===== config.mk =====
export PLATFORM = sky130hd
export DESIGN_NAME = burst_sampler
export DESIGN_NICKNAME = d
export VERILOG_FILES = /design/src/rtl/burst_sampler_pkg.sv /design/src/rtl/bs_trig_sync.sv /design/src/rtl/bs_us_timer.sv /design/src/rtl/bs_push_stage.sv /design/src/rtl/burst_sampler.sv
export SDC_FILE = /design/constraint.sdc
export NUM_CORES = 1
export LEC_CHECK = 0
export ABC_CLOCK_PERIOD_IN_PS = 3350
export BUFFER_PORTS_ARGS = -buffer_cell sky130_fd_sc_hd__buf_2
export CORE_MARGIN = 10
export CORE_UTILIZATION = 58
export CTS_CLUSTER_DIAMETER = 100
export DETAILED_ROUTE_END_ITERATION = 10
export PLACE_DENSITY = 0.87
export SETUP_SLACK_MARGIN = 0.4
export SLEW_MARGIN = 30
export SYNTH_ARGS = -nofsm -noshare
export SYNTH_HDL_FRONTEND = slang
export SYNTH_SLANG_ARGS = --single-unit
export TNS_END_PERCENT = 1

===== constraint.sdc =====
create_clock -name clk -period 3.35 [get_ports clk]
set_input_delay 0.5025 -clock clk [delete_from_list [all_inputs] [get_ports clk]]
set_output_delay 0.5025 -clock clk [all_outputs]
set_load 0.01 [all_outputs]

===== src/rtl/burst_sampler_pkg.sv =====
package burst_sampler_pkg;
    typedef enum logic [1:0] {
        ST_IDLE = 2'd0,
        ST_REQ  = 2'd1,
        ST_GAP  = 2'd2
    } bs_state_e;
endpackage


===== src/rtl/bs_trig_sync.sv =====
module bs_trig_sync #(
    parameter int STAGES = 2
) (
    input  logic clk,
    input  logic rst_n,
    input  logic async_i,
    output logic rise_o
);
    logic [STAGES-1:0] chain_q;
    logic              last_q;

    generate
        if (STAGES == 1) begin : g_one
            always_ff @(posedge clk) begin
                if (!rst_n) chain_q <= '0;
                else        chain_q <= async_i;
            end
        end else begin : g_many
            always_ff @(posedge clk) begin
                if (!rst_n) chain_q <= '0;
                else        chain_q <= {chain_q[STAGES-2:0], async_i};
            end
        end
    endgenerate

    always_ff @(posedge clk) begin
        if (!rst_n) last_q <= 1'b0;
        else        last_q <= chain_q[STAGES-1];
    end

    assign rise_o = chain_q[STAGES-1] & ~last_q;

    // A detected edge cannot persist beyond one cycle.
    a_r2_rise_single: assert property (@(posedge clk) disable iff (!rst_n)
        rise_o |=> !rise_o);
endmodule


===== src/rtl/bs_us_timer.sv =====
module bs_us_timer #(
    parameter int CLK_PER_US = 40,
    parameter int LIM_W      = 16
) (
    input  logic             clk,
    input  logic             rst_n,
    input  logic             clear_i,
    input  logic [LIM_W-1:0] limit_i,
    output logic             done_o
);
    localparam int PRE_W = (CLK_PER_US > 1) ? $clog2(CLK_PER_US) : 1;

    logic [LIM_W-1:0] us_q;
    logic             us_max;

    assign us_max = (us_q == {LIM_W{1'b1}});

    generate
        if (CLK_PER_US == 1) begin : g_direct
            always_ff @(posedge clk) begin
                if (!rst_n)       us_q <= '0;
                else if (clear_i) us_q <= LIM_W'(1);
                else if (!us_max) us_q <= us_q + 1'b1;
            end
        end else begin : g_prescale
            localparam logic [PRE_W-1:0] PRE_LAST = PRE_W'(CLK_PER_US - 1);
            logic [PRE_W-1:0] pre_q;
            always_ff @(posedge clk) begin
                if (!rst_n) begin
                    pre_q <= '0;
                    us_q  <= '0;
                end else if (clear_i) begin
                    pre_q <= PRE_W'(1);
                    us_q  <= '0;
                end else if (pre_q == PRE_LAST) begin
                    pre_q <= '0;
                    if (!us_max) us_q <= us_q + 1'b1;
                end else begin
                    pre_q <= pre_q + 1'b1;
                end
            end
        end
    endgenerate

    assign done_o = (us_q >= limit_i);

    // The elapsed count never moves backwards except on clear.
    a_r6_monotonic: assert property (@(posedge clk) disable iff (!rst_n)
        !clear_i |=> (us_q >= $past(us_q)));
endmodule


===== src/rtl/bs_push_stage.sv =====
module bs_push_stage #(
    parameter int SMP_W  = 16,
    parameter int WORD_W = 32
) (
    input  logic              clk,
    input  logic              rst_n,
    input  logic              push_i,
    input  logic [SMP_W-1:0]  sample_i,
    input  logic              fifo_ready,
    output logic              fifo_valid,
    output logic [WORD_W-1:0] fifo_data,
    output logic              overflow_o
);
    localparam int EXT_W = WORD_W - SMP_W;

    logic [WORD_W-1:0] word_d;

    assign word_d = {{EXT_W{sample_i[SMP_W-1]}}, sample_i};

    always_ff @(posedge clk) begin
        if (!rst_n) begin
            fifo_valid <= 1'b0;
            fifo_data  <= '0;
        end else begin
            fifo_valid <= push_i;
            if (push_i) fifo_data <= word_d;
        end
    end

    always_ff @(posedge clk) begin
        if (!rst_n)                         overflow_o <= 1'b0;
        else if (fifo_valid && !fifo_ready) overflow_o <= 1'b1;
    end

    a_r9_overflow_sticky: assert property (@(posedge clk) disable iff (!rst_n)
        overflow_o |=> overflow_o);
    a_r9_drop_flags: assert property (@(posedge clk) disable iff (!rst_n)
        (fifo_valid && !fifo_ready) |=> overflow_o);
endmodule


===== src/rtl/burst_sampler.sv =====
module burst_sampler
    import burst_sampler_pkg::*;
#(
    parameter int CLK_PER_US  = 40,
    parameter int CNT_W       = 16,
    parameter int PER_W       = 16,
    parameter int SMP_W       = 16,
    parameter int WORD_W      = 32,
    parameter int SYNC_STAGES = 2
) (
    input  logic              clk,
    input  logic              rst_n,
    input  logic              trig_in,
    input  logic [CNT_W-1:0]  cfg_count,
    input  logic [PER_W-1:0]  cfg_period,
    output logic              busy,
    output logic              overrun,
    output logic              overflow,
    output logic              conv_req,
    input  logic              conv_ack,
    input  logic [SMP_W-1:0]  conv_data,
    output logic              fifo_valid,
    output logic [WORD_W-1:0] fifo_data,
    input  logic              fifo_ready
);
    localparam logic [CNT_W-1:0] CNT_ONE = CNT_W'(1);

    bs_state_e        state_q, state_d;
    logic [CNT_W-1:0] remain_q;
    logic [PER_W-1:0] period_q;
    logic             trig_rise;
    logic             gap_done;
    logic             load_cfg;
    logic             timer_clr;
    logic             push;

    bs_trig_sync #(.STAGES(SYNC_STAGES)) u_sync (
        .clk     (clk),
        .rst_n   (rst_n),
        .async_i (trig_in),
        .rise_o  (trig_rise)
    );

    bs_us_timer #(.CLK_PER_US(CLK_PER_US), .LIM_W(PER_W)) u_timer (
        .clk     (clk),
        .rst_n   (rst_n),
        .clear_i (timer_clr),
        .limit_i (period_q),
        .done_o  (gap_done)
    );

    bs_push_stage #(.SMP_W(SMP_W), .WORD_W(WORD_W)) u_push (
        .clk        (clk),
        .rst_n      (rst_n),
        .push_i     (push),
        .sample_i   (conv_data),
        .fifo_ready (fifo_ready),
        .fifo_valid (fifo_valid),
        .fifo_data  (fifo_data),
        .overflow_o (overflow)
    );

    // next-state and control strobes
    always_comb begin
        state_d   = state_q;
        load_cfg  = 1'b0;
        timer_clr = 1'b0;
        push      = 1'b0;
        unique case (state_q)
            ST_IDLE: begin
                if (trig_rise && (cfg_count != '0)) begin
                    load_cfg  = 1'b1;
                    timer_clr = 1'b1;
                    state_d   = ST_REQ;
                end
            end
            ST_REQ: begin
                if (conv_ack) begin
                    push    = 1'b1;
                    state_d = (remain_q == CNT_ONE) ? ST_IDLE : ST_GAP;
                end
            end
            ST_GAP: begin
                if (gap_done) begin
                    timer_clr = 1'b1;
                    state_d   = ST_REQ;
                end
            end
            default: state_d = ST_IDLE;
        endcase
    end

    // state register
    always_ff @(posedge clk) begin
        if (!rst_n) state_q <= ST_IDLE;
        else        state_q <= state_d;
    end

    // burst parameters captured at start
    always_ff @(posedge clk) begin
        if (!rst_n) begin
            remain_q <= '0;
            period_q <= '0;
        end else if (load_cfg) begin
            remain_q <= cfg_count;
            period_q <= cfg_period;
        end else if (push) begin
            remain_q <= remain_q - 1'b1;
        end
    end

    // sticky lost-trigger flag
    always_ff @(posedge clk) begin
        if (!rst_n)                               overrun <= 1'b0;
        else if (trig_rise && state_q != ST_IDLE) overrun <= 1'b1;
    end

    // outputs
    always_comb begin
        conv_req = (state_q == ST_REQ);
        busy     = (state_q != ST_IDLE);
    end

    a_r2_start_requests: assert property (@(posedge clk) disable iff (!rst_n)
        $rose(busy) |-> conv_req);
    a_r3_valid_after_ack: assert property (@(posedge clk) disable iff (!rst_n)
        fifo_valid |-> $past(conv_ack));
    a_r4_req_held: assert property (@(posedge clk) disable iff (!rst_n)
        (conv_req && !conv_ack) |=> conv_req);
    a_r5_end_on_ack: assert property (@(posedge clk) disable iff (!rst_n)
        $fell(busy) |-> $past(conv_ack));
    a_r7_zero_no_start: assert property (@(posedge clk) disable iff (!rst_n)
        (!busy && trig_rise && cfg_count == '0) |=> !busy);
    a_r8_overrun_sticky: assert property (@(posedge clk) disable iff (!rst_n)
        overrun |=> overrun);
endmodule


==> metrics.yaml <==
nets: 616
hold_buffers: 0
initial_utilization: 0.601
final_common_cell: "buf_2"
cp_slowest_cell: "and2_1"
ir_worst_vdd_mv: 0.286
chipWidth_um: 102
grt_pass1_vias: 3546
final_cell_mix: "buf_2 (89), nand2_1 (86), dfxtp_1 (78), a21oi_1 (51)"
vias_per_cell: 5.73
seq_area_frac_synth: 0.404
grt_antenna_before_repair: 0
fin_crit_ns: 2.32
synth_nets: 546
cts_resized: 0
cts.clk_slew.worst_paths_ns: 0.07
core_region_area_um2: 6420
postSynthAreaPerCell_um2: 8.17
critPathCaptureType: "flop"
yosys.area_share.adder: 0.0648
drc: 0
tns_ns: 0
finalInstanceArea_um2: 4440
placed_cell_area_um2: 4260
root_buffer: "clkbuf_8"
synthCells: 473
synth-edff-count: 0
synthTopCellsByArea: "dfxtp_1 (40%), nand2_1 (8.4%), a21oi_1 (6.6%)"
synth_top_area_frac: 0.404
yosys.area.top_type: "dfxtp_1"
antenna_left: 0
clk_latency_ns: 0.34
min_period_over_period: 0.693
netlist_area_um2: 3860
wirelength_um: 9560
synthSimpleGateAreaFrac: 0.260
whs_ns: 0.363
gp_congestion: 0.903
outcome: "complete, no violations"
rows: 29
die-area_um2: 10300
power-per-cell-area_nw_per_um2: 421
cp_max_fo: 19
cts_tree: "yes"
path_class: "flop to flop"
crit_required_ns: 3.62
rsz0062_at_grt: "false"
fillCellCount: 506
synth-xor-area-share: 0.0385
cp.arrival_ns: 2.60
htreeDepth: 3
post_drt_wl_per_cell_um: 15.3
drv_slew: 0
path_buf_inv: 1
cts_buffers: 9
cts.sinks: 78
slew_headroom: 0.522
diodes: 0
synth_cell_types: 49
synth_seq_cells: 78
grt_usage: 0.190
post_cts_buffers: 0
path_cells: "or2_2 -> nor3b_1 -> and2_1 -> buf_4 -> nand2_1 -> a21oi_1"
fmax_ghz: 0.431
ys.flop_type: "dfxtp_1"
clk_path_buf_depth: 2
drive_gt1_frac: 0.221
synth_mux_area_frac: 0.00518
overflow: 0
leakage_uw: 0.00182
ios: 90
portBuffers: 89
worst_slew_pin_slew_ns: 0.711
start_kind: "flop"
hold_violations: 0
yosysWarnings: 0
maxCapViolCount: 0
cpPeakStageDelay_ns: 0.54
synth_top_family_by_area: "simple AND/OR/NAND/NOR gates"
die_y_um: 102
num_vias: 3573
clock_skew_ns: 0.00556
setup_viol: 0
drtIter0Drc: 199
synth_async_sr_flop_share: 0
dr.pass1.iters: 5
areaGrowthSynthToFinish_pct: 15.0
dp_hpwl_um: 7340
cp_top_family: "simple AND/OR/NAND/NOR gates"
grt_max_degree: 37
synth_compound_area_frac: 0.151
grt_pass1_wl_um: 16000
hold_class: "input port to flop"
state kept, by name, indices dropped and copies added, names as in the netlist:
register and cells:
remain_q 16, u_push.fifo_data 16, period_q 16, u_push.overflow_o 1, u_push.fifo_valid 1, u_timer.us_q 16, u_timer.g_prescale.pre_q 6, state_q 2
u_sync.last_q 1, overrun 1, u_sync.chain_q 2
Yosys cell counts, types with 4 or more instances:
master / number
a21oi_1: 51
a31oi_1: 8
a32oi_1: 4
and2_1: 6
and3_1: 5
buf_2: 7
buf_4: 16
clkbuf_1: 13
dfxtp_1: 78
ha_1: 20
inv_1: 22
nand2_1: 86
nand3_1: 16
nand4_1: 7
nor2_1: 20
nor3_1: 22
nor4_1: 10
o2111ai_1: 5
o211ai_1: 5
o21ai_0: 9
xnor2_1: 7
xor2_1: 10
kinds of logic after synthesis:
| family | count (synthesis) |
|---|---|
| DFF | 78 |
| AOI/OAI and AO/OA | 96 |
| and+or+nand+nor | 200 |
| adders and majority gates | 20 |
| muxes | 2 |
| buffers and inverters | 60 |
| xor gates and xnor gates | 17 |
per-layer routing:
metal | GRT usage | wire length, um
met5 | 0 | 0
met4 | 0.0847 | 113
met3 | 0.0722 | 806
met2 | 0.304 | 4640
met1 | 0.221 | 4000
cell type report:
class	count	area, um2	area share
inverter	23	86.3	0.0194
clock inverter	5	50.0	0.0113
multi-input combinational	335	2010	0.453
tap	77	96.3	0.0217
clock buffer	10	138	0.0310
timing repair buffer	96	498	0.112
sequential	78	1560	0.351
power breakdown:
group | switching [uW] | internal, uW | total [uW] | leakage [uW]
registers | 24.0 | 955 | 979 | 0.000632
logic | 124 | 88.2 | 213 | 0.00109
clock network | 326 | 355 | 681 | 0.000102
total | 474 | 1400 | 1870 | 0.00182
worst reg2reg max path, cell delays in order (launching register included):
cell and delay (ns):
dfxtp_1 0.37, or2_2 0.32, nor3b_1 0.46, and2_1 0.54, buf_4 0.34, nand2_1 0.09, a21oi_1 0.13
through the flow:
step                      setup slack [ns]  std cells  total power, uW  utilization
final                                 1.03        624             1870        0.692
after global routing                 0.850        624             1940        0.692
after CTS                             1.06        624             1880        0.692
after detailed placement              1.09        609             1210        0.663
after global placement                1.16        609             1200        0.663
after floorplan                       1.43        473             1140            -
path summary, 6_finish.rpt:
path / from / endpoint / slack, ns / depth (start not counted)
max reg2reg: state_q[0] / period_q[3] / 1.03 / 6
min: trig_in / u_sync.chain_q[0] / 0.36 / 2
min reg2reg: u_sync.chain_q[0] / u_sync.chain_q[1] / 0.45 / 1
max: state_q[0] / period_q[3] / 1.03 / 6
Note: power is estimated with default switching activity, not from simulation.
